### src/rtl/adc_corr_pkg.sv
package adc_corr_pkg;

    localparam int unsigned DEF_MID_STAGES = 8;
    localparam int unsigned DEF_FIRST_W    = 4;
    localparam int unsigned DEF_FLASH_W    = 3;
    localparam int unsigned DEF_OUT_W      = 12;

    typedef enum logic [1:0] {
        RNG_OK   = 2'd0,
        RNG_LOW  = 2'd1,
        RNG_HIGH = 2'd2
    } rng_e;

    // Map an illegal 1.5-bit decision (3) onto the top legal value.
    function automatic logic [1:0] mid_legal(input logic [1:0] c);
        return (c == 2'd3) ? 2'd2 : c;
    endfunction

    // Bits of corrected resolution: first stage loses one redundant bit.
    function automatic int unsigned corr_width(input int unsigned fw,
                                               input int unsigned nm,
                                               input int unsigned lw);
        return fw - 1 + nm + lw;
    endfunction

    // Weight exponent of 1.5-bit stage k (k = 0 nearest the first stage).
    function automatic int unsigned mid_shift(input int unsigned k,
                                              input int unsigned nm,
                                              input int unsigned lw);
        return lw - 1 + nm - 1 - k;
    endfunction

    // Sum of the mid-code (value 1) weights of all 1.5-bit stages.
    function automatic int unsigned mid_bias(input int unsigned nm,
                                             input int unsigned lw);
        return (2 ** (lw - 1)) * ((2 ** nm) - 1);
    endfunction

endpackage

### src/rtl/adc_corr_delay.sv
module adc_corr_delay #(
    parameter int unsigned WIDTH = 2,
    parameter int unsigned DEPTH = 1
) (
    input  logic             clk,
    input  logic             rst,
    input  logic [WIDTH-1:0] d,
    output logic [WIDTH-1:0] q
);

    logic [WIDTH-1:0] pipe [DEPTH];

    always_ff @(posedge clk) begin
        if (rst) begin
            for (int i = 0; i < int'(DEPTH); i++) begin
                pipe[i] <= '0;
            end
        end else begin
            pipe[0] <= d;
            for (int i = 1; i < int'(DEPTH); i++) begin
                pipe[i] <= pipe[i-1];
            end
        end
    end

    assign q = pipe[DEPTH-1];

endmodule

### src/rtl/adc_corr_combine.sv
module adc_corr_combine
    import adc_corr_pkg::*;
#(
    parameter int unsigned N_MID   = DEF_MID_STAGES,
    parameter int unsigned FIRST_W = DEF_FIRST_W,
    parameter int unsigned FLASH_W = DEF_FLASH_W,
    parameter int unsigned OUT_W   = DEF_OUT_W
) (
    input  logic [FIRST_W-1:0] first_al,
    input  logic [2*N_MID-1:0] mid_al,
    input  logic [FLASH_W-1:0] flash_al,
    output logic [OUT_W-1:0]   code,
    output rng_e               rng
);

    localparam int unsigned CORR_W   = corr_width(FIRST_W, N_MID, FLASH_W);
    localparam int unsigned SUM_W    = CORR_W + 3;
    localparam int unsigned FIRST_SH = FLASH_W - 1 + N_MID;
    localparam logic signed [SUM_W-1:0] BIAS_S = SUM_W'(mid_bias(N_MID, FLASH_W));
    localparam logic signed [SUM_W-1:0] TOP_S  = SUM_W'((2 ** CORR_W) - 1);

    logic signed [SUM_W-1:0] acc;

    always_comb begin
        acc = $signed({{(SUM_W-FIRST_W){1'b0}}, first_al}) <<< FIRST_SH;
        for (int unsigned k = 0; k < N_MID; k++) begin
            acc = acc + ($signed({{(SUM_W-2){1'b0}}, mid_legal(mid_al[2*k +: 2])})
                         <<< mid_shift(k, N_MID, FLASH_W));
        end
        acc = acc + $signed({{(SUM_W-FLASH_W){1'b0}}, flash_al});
        acc = acc - BIAS_S;
    end

    always_comb begin
        if (acc < 0) begin
            rng  = RNG_LOW;
            code = '0;
        end else if (acc > TOP_S) begin
            rng  = RNG_HIGH;
            code = '1;
        end else begin
            rng  = RNG_OK;
            code = acc[CORR_W-1 -: OUT_W];
        end
    end

endmodule

### src/rtl/adc_corr_out.sv
module adc_corr_out
    import adc_corr_pkg::*;
#(
    parameter int unsigned OUT_W = DEF_OUT_W,
    parameter int unsigned LAT   = DEF_MID_STAGES + 2
) (
    input  logic             clk,
    input  logic             rst,
    input  logic [OUT_W-1:0] code_in,
    input  rng_e             rng_in,
    input  logic             fmt_twos,
    input  logic             power_down,
    output logic [OUT_W-1:0] data_out,
    output logic             out_range,
    output logic             out_valid,
    output logic             out_drive_en
);

    localparam int unsigned CNT_W = $clog2(LAT + 1);

    typedef struct packed {
        logic [OUT_W-1:0] code;
        rng_e             rng;
    } result_t;

    result_t          res_q;
    logic [CNT_W-1:0] fill_cnt;
    logic             valid_q;

    always_ff @(posedge clk) begin
        if (rst) begin
            res_q    <= '{code: '0, rng: RNG_OK};
            fill_cnt <= '0;
            valid_q  <= 1'b0;
        end else begin
            res_q <= '{code: code_in, rng: rng_in};
            if (!valid_q) begin
                fill_cnt <= fill_cnt + 1'b1;
            end
            if (fill_cnt == CNT_W'(LAT - 1)) begin
                valid_q <= 1'b1;
            end
        end
    end

    assign data_out     = res_q.code ^ {fmt_twos, {(OUT_W-1){1'b0}}};
    assign out_range    = (res_q.rng != RNG_OK);
    assign out_valid    = valid_q;
    assign out_drive_en = !power_down;

endmodule

### src/rtl/adc_corr_top.sv
module adc_corr_top
    import adc_corr_pkg::*;
#(
    parameter int unsigned N_MID   = DEF_MID_STAGES,
    parameter int unsigned FIRST_W = DEF_FIRST_W,
    parameter int unsigned FLASH_W = DEF_FLASH_W,
    parameter int unsigned OUT_W   = DEF_OUT_W
) (
    input  logic               clk,
    input  logic               rst,
    input  logic [FIRST_W-1:0] first_code,
    input  logic [2*N_MID-1:0] mid_codes,
    input  logic [FLASH_W-1:0] flash_code,
    input  logic               fmt_twos,
    input  logic               power_down,
    output logic [OUT_W-1:0]   data_out,
    output logic               out_range,
    output logic               out_valid,
    output logic               out_drive_en
);

    // First code waits for every later stage plus the flash.
    localparam int unsigned FIRST_DLY = N_MID + 1;
    localparam int unsigned LATENCY   = FIRST_DLY + 1;

    logic [FIRST_W-1:0] first_al;
    logic [2*N_MID-1:0] mid_al;
    logic [OUT_W-1:0]   comb_code;
    rng_e               comb_rng;

    adc_corr_delay #(
        .WIDTH (FIRST_W),
        .DEPTH (FIRST_DLY)
    ) u_first_dly (
        .clk (clk),
        .rst (rst),
        .d   (first_code),
        .q   (first_al)
    );

    for (genvar k = 0; k < int'(N_MID); k++) begin : g_mid
        adc_corr_delay #(
            .WIDTH (2),
            .DEPTH (N_MID - k)
        ) u_mid_dly (
            .clk (clk),
            .rst (rst),
            .d   (mid_codes[2*k +: 2]),
            .q   (mid_al[2*k +: 2])
        );
    end

    adc_corr_combine #(
        .N_MID   (N_MID),
        .FIRST_W (FIRST_W),
        .FLASH_W (FLASH_W),
        .OUT_W   (OUT_W)
    ) u_combine (
        .first_al (first_al),
        .mid_al   (mid_al),
        .flash_al (flash_code),
        .code     (comb_code),
        .rng      (comb_rng)
    );

    adc_corr_out #(
        .OUT_W (OUT_W),
        .LAT   (LATENCY)
    ) u_out (
        .clk          (clk),
        .rst          (rst),
        .code_in      (comb_code),
        .rng_in       (comb_rng),
        .fmt_twos     (fmt_twos),
        .power_down   (power_down),
        .data_out     (data_out),
        .out_range    (out_range),
        .out_valid    (out_valid),
        .out_drive_en (out_drive_en)
    );

endmodule

### config.mk
export PLATFORM = sky130hd
export DESIGN_NAME = adc_corr_top
export DESIGN_NICKNAME = d
export VERILOG_FILES = /design/src/rtl/adc_corr_pkg.sv /design/src/rtl/adc_corr_delay.sv /design/src/rtl/adc_corr_combine.sv /design/src/rtl/adc_corr_out.sv /design/src/rtl/adc_corr_top.sv
export SDC_FILE = /design/constraint.sdc
export NUM_CORES = 1
export LEC_CHECK = 0
export BUFFER_PORTS_ARGS = -buffer_cell sky130_fd_sc_hd__buf_2
export CELL_PAD_IN_SITES_DETAIL_PLACEMENT = 0
export CELL_PAD_IN_SITES_GLOBAL_PLACEMENT = 1
export CORE_ASPECT_RATIO = 1.4
export CORE_MARGIN = 10
export CORE_UTILIZATION = 50
export DETAILED_ROUTE_END_ITERATION = 16
export PLACE_DENSITY = 0.93
export SYNTH_ARGS = -nofsm -noshare
export SYNTH_HDL_FRONTEND = slang
export SYNTH_SLANG_ARGS = --single-unit
### constraint.sdc
create_clock -name clk -period 4.65 [get_ports clk]
set_input_delay 0.2325 -clock clk [delete_from_list [all_inputs] [get_ports clk]]
set_output_delay 0.2325 -clock clk [all_outputs]
set_load 0.02 [all_outputs]
==> metrics.md, run 1 <==
| Metric | Value |
|---|---|
| Status | complete, no violations |
| Row Count | 40 |
| Die width | around 100 um |
| # setup viols final | 0 |
| CTS sink cnt | approximately 130 |
| Crit path cell chain | ha_1, ha_1, xnor2_2, inv_1, ha_1, nand2_1, nor2_1, a211oi_1, o21ai_2, xnor2_1, a31oi_1 |
| Post-synth cell types | 40 |
| Share of the synthesized area in the top cell type | 56.4% |
| Cell accounting for the most synthesized area | dfxtp_1 |
| Critical-path maximum fanout | 13 |
| Final ANT Viol Nets | 0 |
| Fin Hold WS | 0.0364 ns |
| Via count | 2654 |
| Area of the mapped netlist | approximately 4500 um^2 |
| Detailed router's first-iteration violation count | 100 |
| Port Buf Inserts | 39 |
| Post-synthesis sequential area ratio | 56.4% |
| Gr usage total | around 10% |
| Hold Crit Depth | 2 |
| Core Box Area | around 8700 um^2 |
| Post-Route WL | approximately 6100 um |
| GP Congestion | between 0.7 and 0.8 |
| Worst r2r src | u_first_dly.pipe[0][32]$_SDFF_PP0_ |
| Min-Delay Endpoint | g_mid[0].u_mid_dly.pipe[0][1]$_SDFF_PP0_ |
| Area of the multi-input gates | approximately 1700 um^2 |
| Most frequent CP cell | ha_1 |
| TNS Setup | 0 ns |
| Die Ht | about 130 um |
| Hold crit path type | primary input to register |
| Cells after synthesis | just over 400 |
| First-pass GRT wire length | 11000 um |
| Cell count after placement | between 500 and 600 |
| # Post-CTS Setup Buffers | 0 |
| Startpoint types | register |
| Worst Clk Skew | 0.00587 ns |
| Worst R2R Setup Slack | 1.52 ns |
| Number of synthesized flops with an enable pin | 0 |
| Fin crit share | about 67% |
| Most frequent cell after synthesis | dfxtp_1 |
| Clock-pin slew on the worst setup and hold paths | approximately 0.06 ns |
| Reg2reg end | u_out.res_q[2]$_SDFF_PP0_ |
| Peak Freq | about 320 MHz |
| Drt drc | 0 |
| TritonCTS buffer count | 17 |
| Area Growth Syn to Fin | 15.3% |
| DP Wirelength | 4090 um |
| Static leakage | 2.34 nW |
| Final-report hold violation count | 0 |
| Synthesized flop and latch total | about 130 |
| CTS H-tree depth | 4 |
| Starting Density | around half |
| Max Buffers Root-to-Sink | 2 |
| Largest net degree at the start of global routing | 89 |
| DRT Pass-1 Iters | 4 |
| Asr flop ratio synth | 0% |
| CP arrival | 3.37 ns |
| FF-to-FF path depth | 11 |
| Synth Area per Inst | between 10 and 15 um^2 |
| Avg Vias per Cell | between 4 and 5 |
| WL/cell | around 11 um |
| Commonest cells post-synth | dfxtp_1, nor2b_1, ha_1, clkbuf_1, a31oi_1 |
| Yosys warns | 0 |
| Slew @ Worst Pin | between 0.9 and 1 ns |
| Synth area leaders | dfxtp_1, nor2b_1, ha_1 |
| CTS Root Cell | clkbuf_16 |
| Clk_lat worst skew | 0.40 ns |
| Pwr/cell area | between 400 and 500 nW/um^2 |
| Min Tclk post-route | roughly 3.1 ns |
| Slowest stage delay, CP | ~0.76 ns |
| Ant diodes | 0 |
| RSZ-0062 raised after global routing | false |
| FF+latch area | ~2500 um^2 |
| CTS Hold Buffers Added | 0 |
| Fill cell count | about 750 |
| Crit-path slowest cell | xnor2_1 |
| Slew HR | a little over a third |
| Post-route insts no fill | ~550 |
| Min-delay src | mid_codes[1] |
| Total of max-cap violations | 0 |
| Die area | ~13000 um^2 |
| Top_reg_cell synth | dfxtp_1 |
| Max-slew violations | 0 |
| Initial antenna violation count | 0 |
| CTS tree | done |
| Layout cells sized above 1 | 17.8% |
| CP endpoint kind | register |
| Critical path class | register to register |
| Final #Nets | 490 |
| Aggregate global routing overflow | 0 |
| Peak supply drop | about 0.35 mV |
| Mapped Nets | between 400 and 500 |
| WP data required | a little under 5 ns |
| # IOs | 42 |
| Number of global-route vias before repair | around 2700 |
| CTS resizes | 0 |
[how the worst max path moves through the flow]
stage                                             startpoint                         end  slack [ns]  cells after the start
floorplan           g_mid[0].u_mid_dly.pipe[1][7]$_SDFF_PP0_  u_out.res_q[13]$_SDFF_PP0_        2.02                     12
global placement    g_mid[0].u_mid_dly.pipe[1][7]$_SDFF_PP0_   u_out.res_q[4]$_SDFF_PP0_        1.73                     11
detailed placement  g_mid[0].u_mid_dly.pipe[1][7]$_SDFF_PP0_   u_out.res_q[2]$_SDFF_PP0_        1.56                     11
CTS                       u_first_dly.pipe[0][32]$_SDFF_PP0_   u_out.res_q[4]$_SDFF_PP0_        1.54                     11
global route        g_mid[0].u_mid_dly.pipe[1][7]$_SDFF_PP0_   u_out.res_q[9]$_SDFF_PP0_        1.20                     11
finish                    u_first_dly.pipe[0][32]$_SDFF_PP0_   u_out.res_q[2]$_SDFF_PP0_        1.52                     11
[cell type report]
| type | instances | area share, % |
|---|---|---|
| sequential | 127 | 48.9 |
| multi-input combinational | 238 | 32.9 |
| clock buffer | 17 | 8.18 |
| timing repair buffer | 40 | 3.95 |
| clock inverter | 15 | 2.70 |
| tap | 105 | 2.53 |
| inverter | 12 | 0.866 |
[cell usage in the layout, fill, tap and decap left out, drive strengths merged, types with 2 or more instances in the layout]
cell | synthesis | routed
a31oi | 14 | 14
nand3 | 4 | 4
a21o | 5 | 5
buf | 17 | 40
nand2 | 5 | 5
ha | 26 | 26
xnor2 | 7 | 7
nand2b | 2 | 2
nor2 | 11 | 11
dfxtp | 127 | 127
a21oi | 11 | 11
nor2b | 117 | 117
inv | 12 | 15
o21ai | 4 | 4
xor2 | 11 | 11
clkbuf | 20 | 17
clkinvlp | 0 | 3
nand4 | 4 | 4
clkinv | 0 | 8
[critical path, delay by kind of cell, from the launching register on]
family,cells,cell delay (ns)
AOI/OAI and AO/OA,3,0.58
and+or+nand+nor,2,0.14
adders and majority gates,3,0.81
xor gates and xnor gates,2,1.03
DFF,1,0.32
buffers and inverters,1,0.08
[through the flow]
step | power (W) | setup WS, ns | cell area, um^2 | util [%]
floorplan | 0.00119 | 2.02 | 4510 | -
global placement | 0.00121 | 1.73 | 4630 | 53.2
detailed placement | 0.00121 | 1.56 | 4630 | 53.2
CTS | 0.00244 | 1.54 | 5200 | 59.7
global route | 0.00250 | 1.20 | 5200 | 59.7
finish | 0.00241 | 1.52 | 5200 | 59.7
[state kept, by name (all words and copies together), names as in the netlist]
register,cells
u_out.res_q,14
u_first_dly.pipe,36
u_out.fill_cnt,4
g_mid.u_mid_dly.pipe,72
u_out.out_valid,1
[metal layers]
layer  wire length, um  up-vias  global-route usage (%)
met3               347       14                    4.30
met2              3200       56                    17.3
met1              2440     1215                    9.42
met4               153        0                    6.46
li1                  -     1369                       -
met5                 0        -                       0
[cells by family after synthesis]
logic type / synth area share (%)
flops: 56.4
simple gates: 20.2
fa+ha+maj: 7.66
mux: 0.222
compound gates: 6.00
xor+xnor: 3.83
buf+inv: 5.69
[report_power, final]
group          switching [W]  total [W]  internal [W]
sequential        0.00000701    0.00112       0.00111
combinational      0.0000336  0.0000650     0.0000314
clock               0.000480    0.00122      0.000741
total               0.000521    0.00241       0.00189
Note: power is estimated with default switching activity, not from simulation.
==> run 2, diff against run 1 <==
--- a/config.mk
+++ b/config.mk
@@ -10,9 +10,9 @@
 export CELL_PAD_IN_SITES_GLOBAL_PLACEMENT = 1
 export CORE_ASPECT_RATIO = 1.4
 export CORE_MARGIN = 10
-export CORE_UTILIZATION = 50
+export CORE_UTILIZATION = 46
 export DETAILED_ROUTE_END_ITERATION = 16
-export PLACE_DENSITY = 0.93
+export PLACE_DENSITY = 0.87
 export SYNTH_ARGS = -nofsm -noshare
 export SYNTH_HDL_FRONTEND = slang
 export SYNTH_SLANG_ARGS = --single-unit
==> constraint.sdc (replaced) <==
create_clock -name clk -period 3.1 [get_ports clk]
set_input_delay 0.155 -clock clk [delete_from_list [all_inputs] [get_ports clk]]
set_output_delay 0.155 -clock clk [all_outputs]
set_load 0.02 [all_outputs]
==> metrics.md, run 2 (synthesis gave the netlist of run 1 again) <==
| Metric | Value |
|---|---|
| Fin crit share | 91.4% (was 67.3%) |
| Biggest regs | g_mid.u_mid_dly.pipe x72, u_first_dly.pipe x36, u_out.res_q x14 (unchanged) |
| GRT met3 Usage | 4.33% (was 4.30%) |
| Comb power frac | 3.1% (was 2.7%) |
| Worst R2R Setup Slack | 0.27 ns (was 1.52 ns) |
| Pre-CTS WS | 0.0851 ns (was 1.56 ns) |
| Met2 usage | 16.6% (was 17.3%) |
| Most common cell after layout, fill and taps aside | dfxtp_1 (unchanged) |
| Largest net degree at the start of global routing | 83 (was 89) |
| Most frequent cells in the layout | dfxtp_1, nor2b_1, buf_2, ha_1, dlygate4sd3_1 (was dfxtp_1, nor2b_1, buf_2, ha_1, clkbuf_16) |
| WP data required | 3.35 ns (was 4.89 ns) |
| Max-slew violations | 0 (unchanged) |
| Worst Setup Slack, final | 0.266 ns (was 1.52 ns) |
| TNS Setup | 0 ns (unchanged) |
| # IOs | 42 (unchanged) |
| Post-Route WL | 5980 um (was 6130 um) |
| Status | complete, no violations (unchanged) |
| Layout cells sized above 1 | 17.3% (was 17.8%) |
| Reg2reg end | u_out.res_q[11]$_SDFF_PP0_ (was u_out.res_q[2]$_SDFF_PP0_) |
| Gr usage total | 9.47% (was 10.1%) |
| Starting Density | 47.4% (was 51.8%) |
| Critical path class | register to register (unchanged) |
| # Post-CTS Setup Buffers | 0 (unchanged) |
| Peak Freq | 353 MHz (was 319 MHz) |
| NetSw | 0.000784 W (was 0.000521 W) |
| Fin Hold WS | 0.152 ns (was 0.0364 ns) |
| WL/cell | 9.94 um (was 11.1 um) |
| Drt drc | 0 (unchanged) |
| Row Count | 42 (was 40) |
| Clk pwr share | 51.9% (was 50.7%) |
| Ant diodes | 0 (unchanged) |
| Die width | 104 um (was 100 um) |
| Area of the multi-input gates | 1720 um^2 (was 1710 um^2) |
| Hold crit path type | primary input to register (unchanged) |
| Aggregate global routing overflow | 0 (unchanged) |
| CTS tree | done (unchanged) |
| Hold Crit Depth | 4 (was 2) |
| Final ANT Viol Nets | 0 (unchanged) |
| Die area | 14200 um^2 (was 13300 um^2) |
| CTS sink cnt | 127 (unchanged) |
| FF-to-FF path depth | 9 (was 11) |
| # setup viols final | 0 (unchanged) |
| RSZ-0062 raised after global routing | false (unchanged) |
| First-pass GRT wire length | 11200 um (was 11000 um) |
| Placed Area | 4670 um^2 (was 4630 um^2) |
| Worst Clk Skew | 0.00617 ns (was 0.00587 ns) |
| Clk_lat worst skew | 0.40 ns (about the same) |
| Detailed router's first-iteration violation count | 114 (was 100) |
| Worst r2r src | u_first_dly.pipe[0][32]$_SDFF_PP0_ (unchanged) |
| Internal power | 0.00295 W (was 0.00189 W) |
| Die Ht | 137 um (was 132 um) |
| GRT busiest layer | met2 (unchanged) |
| Fraction of power spent switching nets | 21.0% (was 21.6%) |
| GP Congestion | 0.713 (was 0.773) |
| Slew HR | 51.2% (was 35.8%) |
| Port Buf Inserts | 39 (unchanged) |
| Static leakage | 2.45 nW (was 2.34 nW) |
| Final #Nets | 510 (was 490) |
| Max Buffers Root-to-Sink | 2 (unchanged) |
| Pwr/cell area | 683 nW/um^2 (was 463 nW/um^2) |
| Clock-pin slew on the worst setup and hold paths | 0.06 ns (about the same) |
| Number of global-route vias before repair | 2740 (was 2651) |
| Slew @ Worst Pin | 0.731 ns (was 0.956 ns) |
| Critical-path maximum fanout | 13 (unchanged) |
| DRT Pass-1 Iters | 4 (unchanged) |
| Via count | 2687 (was 2654) |
| Met1 usage | 9.14% (was 9.42%) |
| Avg Vias per Cell | 4.47 (was 4.79) |
| FF+latch area | 2540 um^2 (unchanged) |
| Initial antenna violation count | 0 (unchanged) |
| Startpoint types | register (unchanged) |
| Cell area after layout | 5470 um^2 (was 5200 um^2) |
| DP Wirelength | 3810 um (was 4090 um) |
| CTS Root Cell | clkbuf_16 (unchanged) |
| Most flops, register | g_mid.u_mid_dly.pipe (unchanged) |
| Min-delay src | flash_code[2] (was mid_codes[1]) |
| Overall power | 0.00374 W (was 0.00241 W) |
| Max reg flops | 72 (unchanged) |
| CTS H-tree depth | 4 (unchanged) |
| Fill cell count | 791 (was 752) |
| Total of max-cap violations | 0 (unchanged) |
| Sequential share of power | 45.0% (was 46.6%) |
| Final-report hold violation count | 0 (unchanged) |
| Crit path from | u_first_dly.pipe[0][32]$_SDFF_PP0_ (unchanged) |
| Min-Delay Endpoint | u_out.res_q[2]$_SDFF_PP0_ (was g_mid[0].u_mid_dly.pipe[0][1]$_SDFF_PP0_) |
| Area Growth Syn to Fin | 21.3% (was 15.3%) |
| Core Box Area | 9510 um^2 (was 8710 um^2) |
| CP endpoint kind | register (unchanged) |
| TritonCTS buffer count | 17 (unchanged) |
| CP arrival | 3.09 ns (was 3.37 ns) |
| Peak supply drop | 0.474 mV (was 0.355 mV) |
| Min Tclk post-route | 2.83 ns (was 3.13 ns) |
## run 2: how the worst max path moves through the flow
stage | to | cells past startpoint | slack, ns
2_1_floorplan | u_out.res_q[13]$_SDFF_PP0_ | 12 | 0.47
3_3_place_gp | u_out.res_q[3]$_SDFF_PP0_ | 11 | 0.22
3_5_place_dp | u_out.res_q[11]$_SDFF_PP0_ | 11 | 0.09
4_1_cts | u_out.res_q[11]$_SDFF_PP0_ | 11 | 0.08
5_1_grt | u_out.res_q[10]$_SDFF_PP0_ | 11 | 0.01
6_report | u_out.res_q[11]$_SDFF_PP0_ | 9 | 0.27
## run 2: area by class of cell
cell class | instances | share of cell area (%)
Multi-Input combinational cell | 238 | 31.4
Inverter | 12 | 0.823
Clock inverter | 14 | 2.86
Timing Repair Buffer | 60 | 7.41
Sequential cell | 127 | 46.5
Tap cell | 132 | 3.02
Clock buffer | 18 | 8.03
## run 2: worst max-delay path, cell delays in order (launching register included)
cell	delay, ns
dfxtp_1	0.31
ha_1	0.19
ha_1	0.22
xnor2_2	0.25
inv_1	0.07
ha_1	0.39
a21o_1	0.24
or4_1	0.52
nand3_1	0.35
a31oi_1	0.15
## run 2: power groups by stage
stage          sequential, W  clock (W)  combinational (W)
4_1_cts              0.00168    0.00199           0.000118
3_5_place_dp         0.00172          0          0.0000981
5_1_grt              0.00169    0.00208           0.000135
3_3_place_gp         0.00172          0          0.0000958
2_1_floorplan        0.00172          0          0.0000736
6_report             0.00168    0.00194           0.000116
## run 2: layer usage
metal	wire [um]	share of wire, %	up-vias
li1	-	-	1405
met1	2530	42	1218
met2	3050	51	55
met3	304	5.1	9
met4	93	1.6	0
met5	0	0	-
## run 2: metrics by stage
step | util (%) | cells
2_1_floorplan | - | 414
4_1_cts | 57.4 | 601
5_1_grt | 57.5 | 601
3_5_place_dp | 49.1 | 549
6_report | 57.5 | 601
3_3_place_gp | 49.1 | 549
## run 2: timing repair
item / CTS / global route
endpoints found under the hold margin: 20 / 0
setup endpoints to repair: 0 / 13
gates resized for setup: 0 / 1
hold buffers: 20 / 0
==> run 3, diff against run 2 <==
--- a/config.mk
+++ b/config.mk
@@ -12,6 +12,8 @@
 export CORE_MARGIN = 10
 export CORE_UTILIZATION = 46
 export DETAILED_ROUTE_END_ITERATION = 16
+export HOLD_SLACK_MARGIN = 0.06
+export MAX_ROUTING_LAYER = met4
 export PLACE_DENSITY = 0.87
 export SYNTH_ARGS = -nofsm -noshare
 export SYNTH_HDL_FRONTEND = slang
==> metrics.md, run 3 (synthesis gave the netlist of run 1 again) <==
| Metric | Value |
|---|---|
| Via count | 2689 (was 2687) |
| DRT Pass-1 Iters | 4 (unchanged) |
| Starting Density | 47.4% (unchanged) |
| CTS Root Cell | clkbuf_16 (unchanged) |
| Post-route insts no fill | 601 (unchanged) |
| Final ANT Viol Nets | 0 (unchanged) |
| TritonCTS buffer count | 17 (unchanged) |
| Die width | 104 um (unchanged) |
| # setup viols final | 0 (unchanged) |
| Layout cells sized above 1 | 17.3% (unchanged) |
| Detailed router's first-iteration violation count | 104 (was 114) |
| Max Buffers Root-to-Sink | 2 (unchanged) |
| Most frequent cells in the layout | dfxtp_1, nor2b_1, buf_2, ha_1, dlygate4sd3_1 (unchanged) |
| Status | complete, no violations (unchanged) |
| Hold Crit Depth | 4 (unchanged) |
| Largest net degree at the start of global routing | 83 (unchanged) |
| Core Box Area | 9510 um^2 (unchanged) |
| Max-slew violations | 0 (unchanged) |
| Die area | 14200 um^2 (unchanged) |
| Clk_lat worst skew | 0.40 ns (about the same) |
| Slew HR | 51.3% (was 51.2%) |
| WL/cell | 9.93 um (was 9.94 um) |
| First-pass GRT wire length | 11200 um (about the same) |
| # IOs | 42 (unchanged) |
| Total of max-cap violations | 0 (unchanged) |
| # Post-CTS Setup Buffers | 0 (unchanged) |
| Most common cell after layout, fill and taps aside | dfxtp_1 (unchanged) |
| Area Growth Syn to Fin | 21.3% (unchanged) |
| Number of global-route vias before repair | 2744 (was 2740) |
| Hold crit path type | primary input to register (unchanged) |
| Die Ht | 137 um (unchanged) |
| Static leakage | 2.45 nW (unchanged) |
| Row Count | 42 (unchanged) |
| Worst r2r src | u_first_dly.pipe[0][32]$_SDFF_PP0_ (unchanged) |
| Fill cell count | 791 (unchanged) |
| Cell count after placement | 549 (unchanged) |
| Port Buf Inserts | 39 (unchanged) |
| WP data required | 3.35 ns (about the same) |
| Aggregate global routing overflow | 0 (unchanged) |
| Most flops, register | g_mid.u_mid_dly.pipe (unchanged) |
| CTS tree | done (unchanged) |
| Fin crit share | 91.4% (about the same) |
| Reg2reg end | u_out.res_q[11]$_SDFF_PP0_ (unchanged) |
| Max reg flops | 72 (unchanged) |
| Slew @ Worst Pin | 0.731 ns (about the same) |
| Cell area after layout | 5470 um^2 (unchanged) |
| Peak supply drop | 0.474 mV (about the same) |
| Pwr/cell area | 683 nW/um^2 (about the same) |
| Critical path class | register to register (unchanged) |
| RSZ-0062 raised after global routing | false (unchanged) |
| Final-report hold violation count | 0 (unchanged) |
| CP arrival | 3.09 ns (about the same) |
| CTS sink cnt | 127 (unchanged) |
| Worst Clk Skew | 0.00653 ns (was 0.00617 ns) |
| CP endpoint kind | register (unchanged) |
| Gr usage total | 9.74% (was 9.47%) |
| FF-to-FF path depth | 9 (unchanged) |
| Peak Freq | 353 MHz (about the same) |
| Worst R2R Setup Slack | 0.27 ns (about the same) |
| Critical-path maximum fanout | 13 (unchanged) |
| Placed Area | 4670 um^2 (unchanged) |
| Min-delay src | flash_code[2] (unchanged) |
| DP Wirelength | 3810 um (unchanged) |
| GP Congestion | 0.721 (was 0.713) |
| CTS H-tree depth | 4 (unchanged) |
| TNS Setup | 0 ns (unchanged) |
| Avg Vias per Cell | 4.47 (about the same) |
| Biggest regs | g_mid.u_mid_dly.pipe x72, u_first_dly.pipe x36, u_out.res_q x14 (unchanged) |
| Min-Delay Endpoint | u_out.res_q[2]$_SDFF_PP0_ (unchanged) |
| Drt drc | 0 (unchanged) |
| Startpoint types | register (unchanged) |
| Ant diodes | 0 (unchanged) |
| Clock-pin slew on the worst setup and hold paths | 0.06 ns (about the same) |
| Min Tclk post-route | 2.83 ns (about the same) |
| Final #Nets | 510 (unchanged) |
| Initial antenna violation count | 0 (unchanged) |
| Post-Route WL | 5970 um (was 5980 um) |
==> run 3: worst max path at each step <==
stage	from	end	slack [ns]	cells after the start
floorplan	g_mid[0].u_mid_dly.pipe[1][7]$_SDFF_PP0_	u_out.res_q[13]$_SDFF_PP0_	0.47	12
global route	g_mid[0].u_mid_dly.pipe[1][7]$_SDFF_PP0_	u_out.res_q[10]$_SDFF_PP0_	0.01	11
CTS	g_mid[0].u_mid_dly.pipe[1][7]$_SDFF_PP0_	u_out.res_q[11]$_SDFF_PP0_	0.08	11
global placement	g_mid[0].u_mid_dly.pipe[1][7]$_SDFF_PP0_	u_out.res_q[3]$_SDFF_PP0_	0.22	11
finish	u_first_dly.pipe[0][32]$_SDFF_PP0_	u_out.res_q[11]$_SDFF_PP0_	0.27	9
detailed placement	g_mid[0].u_mid_dly.pipe[1][7]$_SDFF_PP0_	u_out.res_q[11]$_SDFF_PP0_	0.09	11
==> run 3: what timing repair did <==
action | 4_1_cts | 5_1_grt
hold buffers | 20 | 0
endpoints found under the setup margin | 0 | 13
hold endpoints to repair | 20 | 0
resized for setup | 0 | 1
==> run 3: critical path: stages, from the launching register on <==
cell and delay, ns:
dfxtp_1 0.31, ha_1 0.19, ha_1 0.22, xnor2_2 0.25
inv_1 0.07, ha_1 0.39, a21o_1 0.24, or4_1 0.52
nand3_1 0.35, a31oi_1 0.15
==> run 3: report_power, final <==
| group | total [W] | switching (W) | internal, W |
|---|---|---|---|
| sequential | 0.00168 | 0.0000104 | 0.00167 |
| combinational | 0.000116 | 0.0000530 | 0.0000633 |
| clock | 0.00194 | 0.000720 | 0.00122 |
| total | 0.00374 | 0.000783 | 0.00295 |
==> run 3: routing by layer <==
layer  vias up  track usage, %  wire (um)
met5         -               -          0
met4         0            5.27         97
met3        11            4.24        290
li1       1405               -          -
met1      1217            9.20       2540
met2        56            16.6       3040
==> run 3: area by class of cell <==
cell class                 count  area, um^2  area share [%]
clock inverter                14         156            2.86
sequential                   127        2540            46.5
tap                          132         165            3.02
inverter                      12        45.0           0.823
clock buffer                  18         439            8.03
timing repair buffer          60         405            7.41
multi-input combinational    238        1720            31.4
==> run 3: stage by stage <==
| stage | worst slack, ns | total power [W] | hold WS, ns | util [%] |
|---|---|---|---|---|
| global route | 0.0107 | 0.00390 | 0.189 | 57.5 |
| CTS | 0.0799 | 0.00379 | 0.149 | 57.4 |
| detailed placement | 0.0851 | 0.00182 | 0.368 | 49.1 |
| global placement | 0.223 | 0.00181 | 0.362 | 49.1 |
| finish | 0.266 | 0.00374 | 0.152 | 57.5 |
| floorplan | 0.466 | 0.00179 | 0.283 | - |
